--- src/rtl/autobaud_pkg.sv ---
// Shared definitions for the autobaud detector.
// Assumes: nothing beyond IEEE 1800-2017.
package autobaud_pkg;

    // Calibration progress of the detector.
    //   ABD_ARM  : waiting to see the line high (ignores a line low at reset)
    //   ABD_IDLE : line high, waiting for the falling edge of the start bit
    //   ABD_MEAS : timing the first low stretch
    //   ABD_LOCK : divisor latched; line no longer examined
    typedef enum logic [1:0] {
        ABD_ARM  = 2'd0,
        ABD_IDLE = 2'd1,
        ABD_MEAS = 2'd2,
        ABD_LOCK = 2'd3
    } abd_state_e;

endpackage

--- src/rtl/abd_line_sync.sv ---
// Brings the asynchronous receive line into the clock domain through a
// chain of STAGES flops and derives one-cycle edge flags from the
// synchronized level.
// Assumes: STAGES >= 2. The chain resets low, so a line that is already
// high at reset shows a rising edge, never a falling one.
module abd_line_sync #(
    parameter int STAGES = 2
) (
    input  logic clk,
    input  logic rst_n,
    input  logic rx_in,
    output logic line_o,
    output logic fall_o,
    output logic rise_o
);

    logic [STAGES-1:0] chain;
    logic              line_prev;

    // Build the synchronizer chain one stage at a time.
    for (genvar s = 0; s < STAGES; s++) begin : g_stage
        if (s == 0) begin : g_first
            // First stage samples the raw line.
            always_ff @(posedge clk) begin
                if (!rst_n) chain[0] <= 1'b0;
                else        chain[0] <= rx_in;
            end
        end else begin : g_next
            // Later stages shift the sample along.
            always_ff @(posedge clk) begin
                if (!rst_n) chain[s] <= 1'b0;
                else        chain[s] <= chain[s-1];
            end
        end
    end

    // Keep last cycle's synchronized level for edge detection.
    always_ff @(posedge clk) begin
        if (!rst_n) line_prev <= 1'b0;
        else        line_prev <= chain[STAGES-1];
    end

    // Present level and edge flags.
    always_comb begin
        line_o = chain[STAGES-1];
        fall_o = line_prev & ~chain[STAGES-1];
        rise_o = ~line_prev & chain[STAGES-1];
    end

endmodule

--- src/rtl/abd_run_counter.sv ---
// Counts the length of a low stretch in clock cycles. A load sets the
// count to one (the first low cycle); each increment adds one. The count
// never passes LIMIT: at_limit tells the controller to give up.
// Assumes: the controller never asks for an increment while at_limit.
module abd_run_counter #(
    parameter int W     = 16,
    parameter int LIMIT = 65535
) (
    input  logic         clk,
    input  logic         rst_n,
    input  logic         load,
    input  logic         inc,
    output logic [W-1:0] count,
    output logic         at_limit
);

    localparam logic [W-1:0] LIMIT_W = W'(LIMIT);
    localparam logic [W-1:0] ONE_W   = W'(1);

    // Load or advance the stretch length.
    always_ff @(posedge clk) begin
        if (!rst_n)                count <= '0;
        else if (load)             count <= ONE_W;
        else if (inc && !at_limit) count <= count + ONE_W;
    end

    // Flag the saturation point for the controller.
    always_comb at_limit = (count == LIMIT_W);

endmodule

--- src/rtl/abd_lock_fsm.sv ---
// Calibration controller: arms on a high line, starts timing at the first
// falling edge, judges the stretch at the following rising edge and, if it
// falls inside [MIN_RUN, MAX_RUN], latches half of it (rounded half up) as
// the divisor and locks for good.
// Assumes: count/at_limit come from abd_run_counter driven by cnt_load and
// cnt_inc of this module; line/fall/rise come from abd_line_sync.
module abd_lock_fsm
    import autobaud_pkg::*;
#(
    parameter int W       = 16,
    parameter int MIN_RUN = 16
) (
    input  logic         clk,
    input  logic         rst_n,
    input  logic         line,
    input  logic         fall,
    input  logic         rise,
    input  logic [W-1:0] count,
    input  logic         at_limit,
    output logic         cnt_load,
    output logic         cnt_inc,
    output logic [W-1:0] divisor,
    output logic         locked,
    output logic         lock_pulse
);

    localparam logic [W-1:0] MIN_W = W'(MIN_RUN);

    abd_state_e   state, state_nx;
    logic         accept;
    logic [W:0]   half_up;

    // Judge the finished stretch and form its rounded half.
    always_comb begin
        accept  = rise && (count >= MIN_W);
        half_up = ({1'b0, count} + {{W{1'b0}}, 1'b1}) >> 1;
    end

    // Next state and counter commands.
    always_comb begin
        state_nx = state;
        cnt_load = 1'b0;
        cnt_inc  = 1'b0;
        case (state)
            ABD_ARM: begin
                if (line) state_nx = ABD_IDLE;
            end
            ABD_IDLE: begin
                if (fall) begin
                    state_nx = ABD_MEAS;
                    cnt_load = 1'b1;
                end
            end
            ABD_MEAS: begin
                if (rise) begin
                    state_nx = accept ? ABD_LOCK : ABD_IDLE;
                end else if (at_limit) begin
                    state_nx = ABD_ARM;
                end else begin
                    cnt_inc = 1'b1;
                end
            end
            default: state_nx = ABD_LOCK;
        endcase
    end

    // State register.
    always_ff @(posedge clk) begin
        if (!rst_n) state <= ABD_ARM;
        else        state <= state_nx;
    end

    // Latch the divisor and raise the lock outputs on acceptance.
    always_ff @(posedge clk) begin
        if (!rst_n) begin
            divisor    <= '0;
            locked     <= 1'b0;
            lock_pulse <= 1'b0;
        end else begin
            lock_pulse <= 1'b0;
            if (state == ABD_MEAS && accept) begin
                divisor    <= half_up[W-1:0];
                locked     <= 1'b1;
                lock_pulse <= 1'b1;
            end
        end
    end

endmodule

--- src/rtl/autobaud_detect.sv ---
// Autobaud detector top. Measures the opening low stretch (start bit plus
// bit 0) of a lowercase 'f' calibration character and presents the bit
// time as a divisor, then forwards the synchronized line for echo.
// Assumes: rx_in idles high; MIN_RUN >= 2 and MIN_RUN <= MAX_RUN;
// CNT_W is wide enough to hold MAX_RUN.
module autobaud_detect #(
    parameter int SYNC_STAGES = 2,
    parameter int MIN_RUN     = 16,
    parameter int MAX_RUN     = 65535,
    parameter int CNT_W       = $clog2(MAX_RUN + 1)
) (
    input  logic             clk,
    input  logic             rst_n,
    input  logic             rx_in,
    output logic [CNT_W-1:0] divisor,
    output logic             locked,
    output logic             lock_pulse,
    output logic             echo_tx
);

    logic             line, fall, rise;
    logic             cnt_load, cnt_inc, at_limit;
    logic [CNT_W-1:0] count;

    abd_line_sync #(
        .STAGES (SYNC_STAGES)
    ) u_sync (
        .clk    (clk),
        .rst_n  (rst_n),
        .rx_in  (rx_in),
        .line_o (line),
        .fall_o (fall),
        .rise_o (rise)
    );

    abd_run_counter #(
        .W     (CNT_W),
        .LIMIT (MAX_RUN)
    ) u_cnt (
        .clk      (clk),
        .rst_n    (rst_n),
        .load     (cnt_load),
        .inc      (cnt_inc),
        .count    (count),
        .at_limit (at_limit)
    );

    abd_lock_fsm #(
        .W       (CNT_W),
        .MIN_RUN (MIN_RUN)
    ) u_fsm (
        .clk        (clk),
        .rst_n      (rst_n),
        .line       (line),
        .fall       (fall),
        .rise       (rise),
        .count      (count),
        .at_limit   (at_limit),
        .cnt_load   (cnt_load),
        .cnt_inc    (cnt_inc),
        .divisor    (divisor),
        .locked     (locked),
        .lock_pulse (lock_pulse)
    );

    // Echo path: idle high until locked, then the synchronized line.
    always_comb echo_tx = locked ? line : 1'b1;

endmodule

--- config.mk ---
export PLATFORM = sky130hd
export DESIGN_NAME = autobaud_detect
export DESIGN_NICKNAME = d
export VERILOG_FILES = /design/src/rtl/autobaud_pkg.sv /design/src/rtl/abd_line_sync.sv /design/src/rtl/abd_run_counter.sv /design/src/rtl/abd_lock_fsm.sv /design/src/rtl/autobaud_detect.sv
export SDC_FILE = /design/constraint.sdc
export NUM_CORES = 1
export LEC_CHECK = 0
export BUFFER_PORTS_ARGS = -buffer_cell sky130_fd_sc_hd__buf_2
export CAP_MARGIN = 25
export CORE_UTILIZATION = 58
export CTS_CLUSTER_DIAMETER = 150
export DETAILED_ROUTE_END_ITERATION = 16
export GPL_TIMING_DRIVEN = 0
export PLACE_DENSITY = 0.81
export REMOVE_ABC_BUFFERS = 1
export SYNTH_ARGS = -nofsm -noshare
export SYNTH_HDL_FRONTEND = slang
export SYNTH_HIERARCHICAL = 1
export SYNTH_SLANG_ARGS = --single-unit
--- constraint.sdc ---
create_clock -name clk -period 3.92 [get_ports clk]
set_clock_uncertainty 0.15 [all_clocks]
set_input_delay 0.98 -clock clk [delete_from_list [all_inputs] [get_ports clk]]
set_output_delay 0.98 -clock clk [all_outputs]
set_load 0.05 [all_outputs]
==> results.txt <==
Final setup fails: 0
DR vias: 1782
FMAX: 0.3476 GHz
Total GRT Usage: 23.26%
CTS Hold Buffers Added: 0
Clock transition at path regs: 0.11 ns
Initial antenna violation count: 0
Mapped Area: 2008 µm²
Num rows: 21
Die height: 60.84 µm
Final Max Slew Viols: 0
Asr flop ratio synth: 0%
CTS sink count: 39
Drt via density: 5.940
Cell Pwr Density: 275.6 nW/µm²
Int Pwr: 472.4 µW
Crit path required time: 4.03 ns
Tot Pwr: 606.5 µW
Most frequent cells in the layout: dfxtp_1, a21oi_1, buf_2
H-tree levels: 2
Fin crit share: 73.38%
VDD IR max: 0.1698 mV
Yosys reg bits: 39
Synthesis Warnings: 6
First-pass GRT wire length: 6492 µm
# IOs: 22
Area growth syn-to-layout: 9.595%
Crit path kind: reg -> reg
Min Tclk post-route: 2.877 ns
DR iter-0 viols: 80
Multi-input logic area: 1156 µm²
Clock buffers created by TritonCTS: 5
Post-synthesis sequential area ratio: 38.88%
Clock power frac: 31.8%
Port bufs: 21
CTS root buf: clkbuf_4
Post-synth EDFFs: 0
Die Span X: 60.84 µm
Pleak: 0.0007203 µW
Avg Cell Area, Syn: 8.693 µm²
N_diodes: 0
Filler cells: 295
Layout cell share with drive strength beyond 1: 14.57%
Detailed placer's ending HPWL: 2716 µm
RSZ-0062 raised after global routing: false
Comb power frac: 2.2%
Overall routed net length: 3974 µm
Crit. End Element: flop
Cell count after synthesis: 231
Vias in the first global route: 1466
Max Buffers Root-to-Sink: 2
Worst-Margin Slew: 0.7396 ns
Total grt overflow: 0
Switching Fraction: 22.11%
Synth unique cells: 42
Setup TNS: 0 ns
WP data arrival: 2.98 ns
DR pass1 iterations: 4
Dpl cell area: 2143 µm²
Commonest non-fill, non-tap cell in the layout: dfxtp_1
Tightest Hold Check Type: reg -> reg
Most common flop cell mapped by yosys: dfxtp_1
Clk_lat worst skew: 0.33 ns
Sequential cell area: 780.7 µm²
DRC Markers: 0
Largest net degree at the start of global routing: 19
Worst setup SP type: flop
Switch Pwr: 134.1 µW
ANT nets after route: 0
# Post-CTS Setup Buffers: 0
Routability cong.: 0.8163
Post-CTS sizing: 0
Slew HR: 50.52%
Max Cap Viol: 0
Status: completed
Flop pwr share: 66.0%
Core area: 3337 µm²
Final Hold Vio Count: 0
Final nets: 259
Initial Utilization: 60.18%
CTS tree: yes
Fin area: 2201 µm²
Max FO, Critical Path: 16
Die area: 3702 µm²
WL/cell: 13.25 µm
-- flip-flops by register name, indices dropped and copies added (netlist names) --
signal	cells
u_fsm/locked	1
u_sync/line_o	1
u_sync/chain	1
u_fsm/lock_pulse	1
u_fsm/divisor	16
u_cnt/count	16
u_fsm/state	2
u_sync/line_prev	1
-- worst max-delay path, cell delays in order (launching register included) --
cell and delay [ns]:
dfxtp_1 0.40, ha_1 0.27, nand4_1 0.20, nor3_1 0.09, nor4b_1 0.46, clkdlybuf4s18_2 0.35
o41ai_4 0.18, or4_1 0.53, a21oi_1 0.15
-- Yosys cell counts, types with 2 or more instances --
master / count / area share [%]
nor3_1: 8 / 2.0
o31ai_1: 5 / 1.9
nor2_1: 9 / 1.7
and3_1: 3 / 0.93
nand4_4: 2 / 2.1
and2_1: 5 / 1.6
nand2_1: 14 / 2.6
or3_1: 4 / 1.2
ha_1: 3 / 1.9
inv_1: 8 / 1.5
xnor2_1: 13 / 5.7
nand2b_1: 2 / 0.62
a21oi_1: 28 / 7.0
xor2_1: 2 / 0.87
a211oi_1: 13 / 4.9
and4_1: 2 / 0.87
nand3_1: 11 / 2.7
nor2b_1: 2 / 0.62
or4_1: 6 / 2.2
clkbuf_1: 6 / 1.1
o21a_1: 3 / 1.1
nand4_1: 7 / 2.2
dfxtp_1: 39 / 39
nor4_1: 8 / 2.5
or2_4: 2 / 0.87
a311oi_1: 2 / 0.87
o21ai_0: 9 / 2.2
-- metrics by stage --
stage | util (%) | cells | hold slack [ns] | setup WS, ns
finish | 65.95 | 300 | 0.2968 | 1.043
global route | 65.95 | 300 | 0.3223 | 0.8948
CTS | 65.73 | 299 | 0.2979 | 1.051
detailed placement | 64.23 | 291 | 0.2716 | 1.120
global placement | 63.93 | 290 | 0.2636 | 0.5909
floorplan | - | 223 | 0.2618 | 1.013
-- power groups by stage --
stage	Combinational, µW	Clock, µW	Sequential, µW
after floorplan	9.16	0	409
after global routing	15.5	217	401
final	13.5	193	400
after global placement	13.1	0	409
after CTS	13.5	203	400
after detailed placement	13.4	0	409
-- path summary, 6_finish.rpt --
kind	cells after the start	to	from	slack, ns
setup reg to reg	8	u_cnt/count[13]	u_cnt/count[0]	1.04
hold / removal	1	u_sync/line_o	u_sync/chain[0]	0.30
setup / recovery	8	u_cnt/count[13]	u_cnt/count[0]	1.04
hold reg to reg	1	u_sync/line_o	u_sync/chain[0]	0.30
-- layer usage --
metal  vias up  global-route usage, %  share of wire, %
met3         4                  5.117               4.3
met2        48                  38.93                46
met5         -                      0                 0
met4         0                  6.818              0.96
li1        925                      -                 -
met1       805                  30.04                48
-- area by class of cell --
type / instances / share of cell area, %
sequential: 39 / 35.47
clock inverter: 1 / 0.2274
timing repair buffer: 23 / 5.571
inverter: 9 / 1.535
multi-input combinational: 175 / 52.53
clock buffer: 7 / 2.047
tap: 46 / 2.615
-- cell families after synthesis --
family / share of synthesized area (%)
AO/OA/AOI/OAI: 22.55
XOR/XNOR: 6.542
adder cells (fa/ha/maj): 1.869
buffers and inverters: 3.551
flip-flops: 38.88
AND/OR/NAND/NOR: 26.60
(Power assumes the default switching activity.)
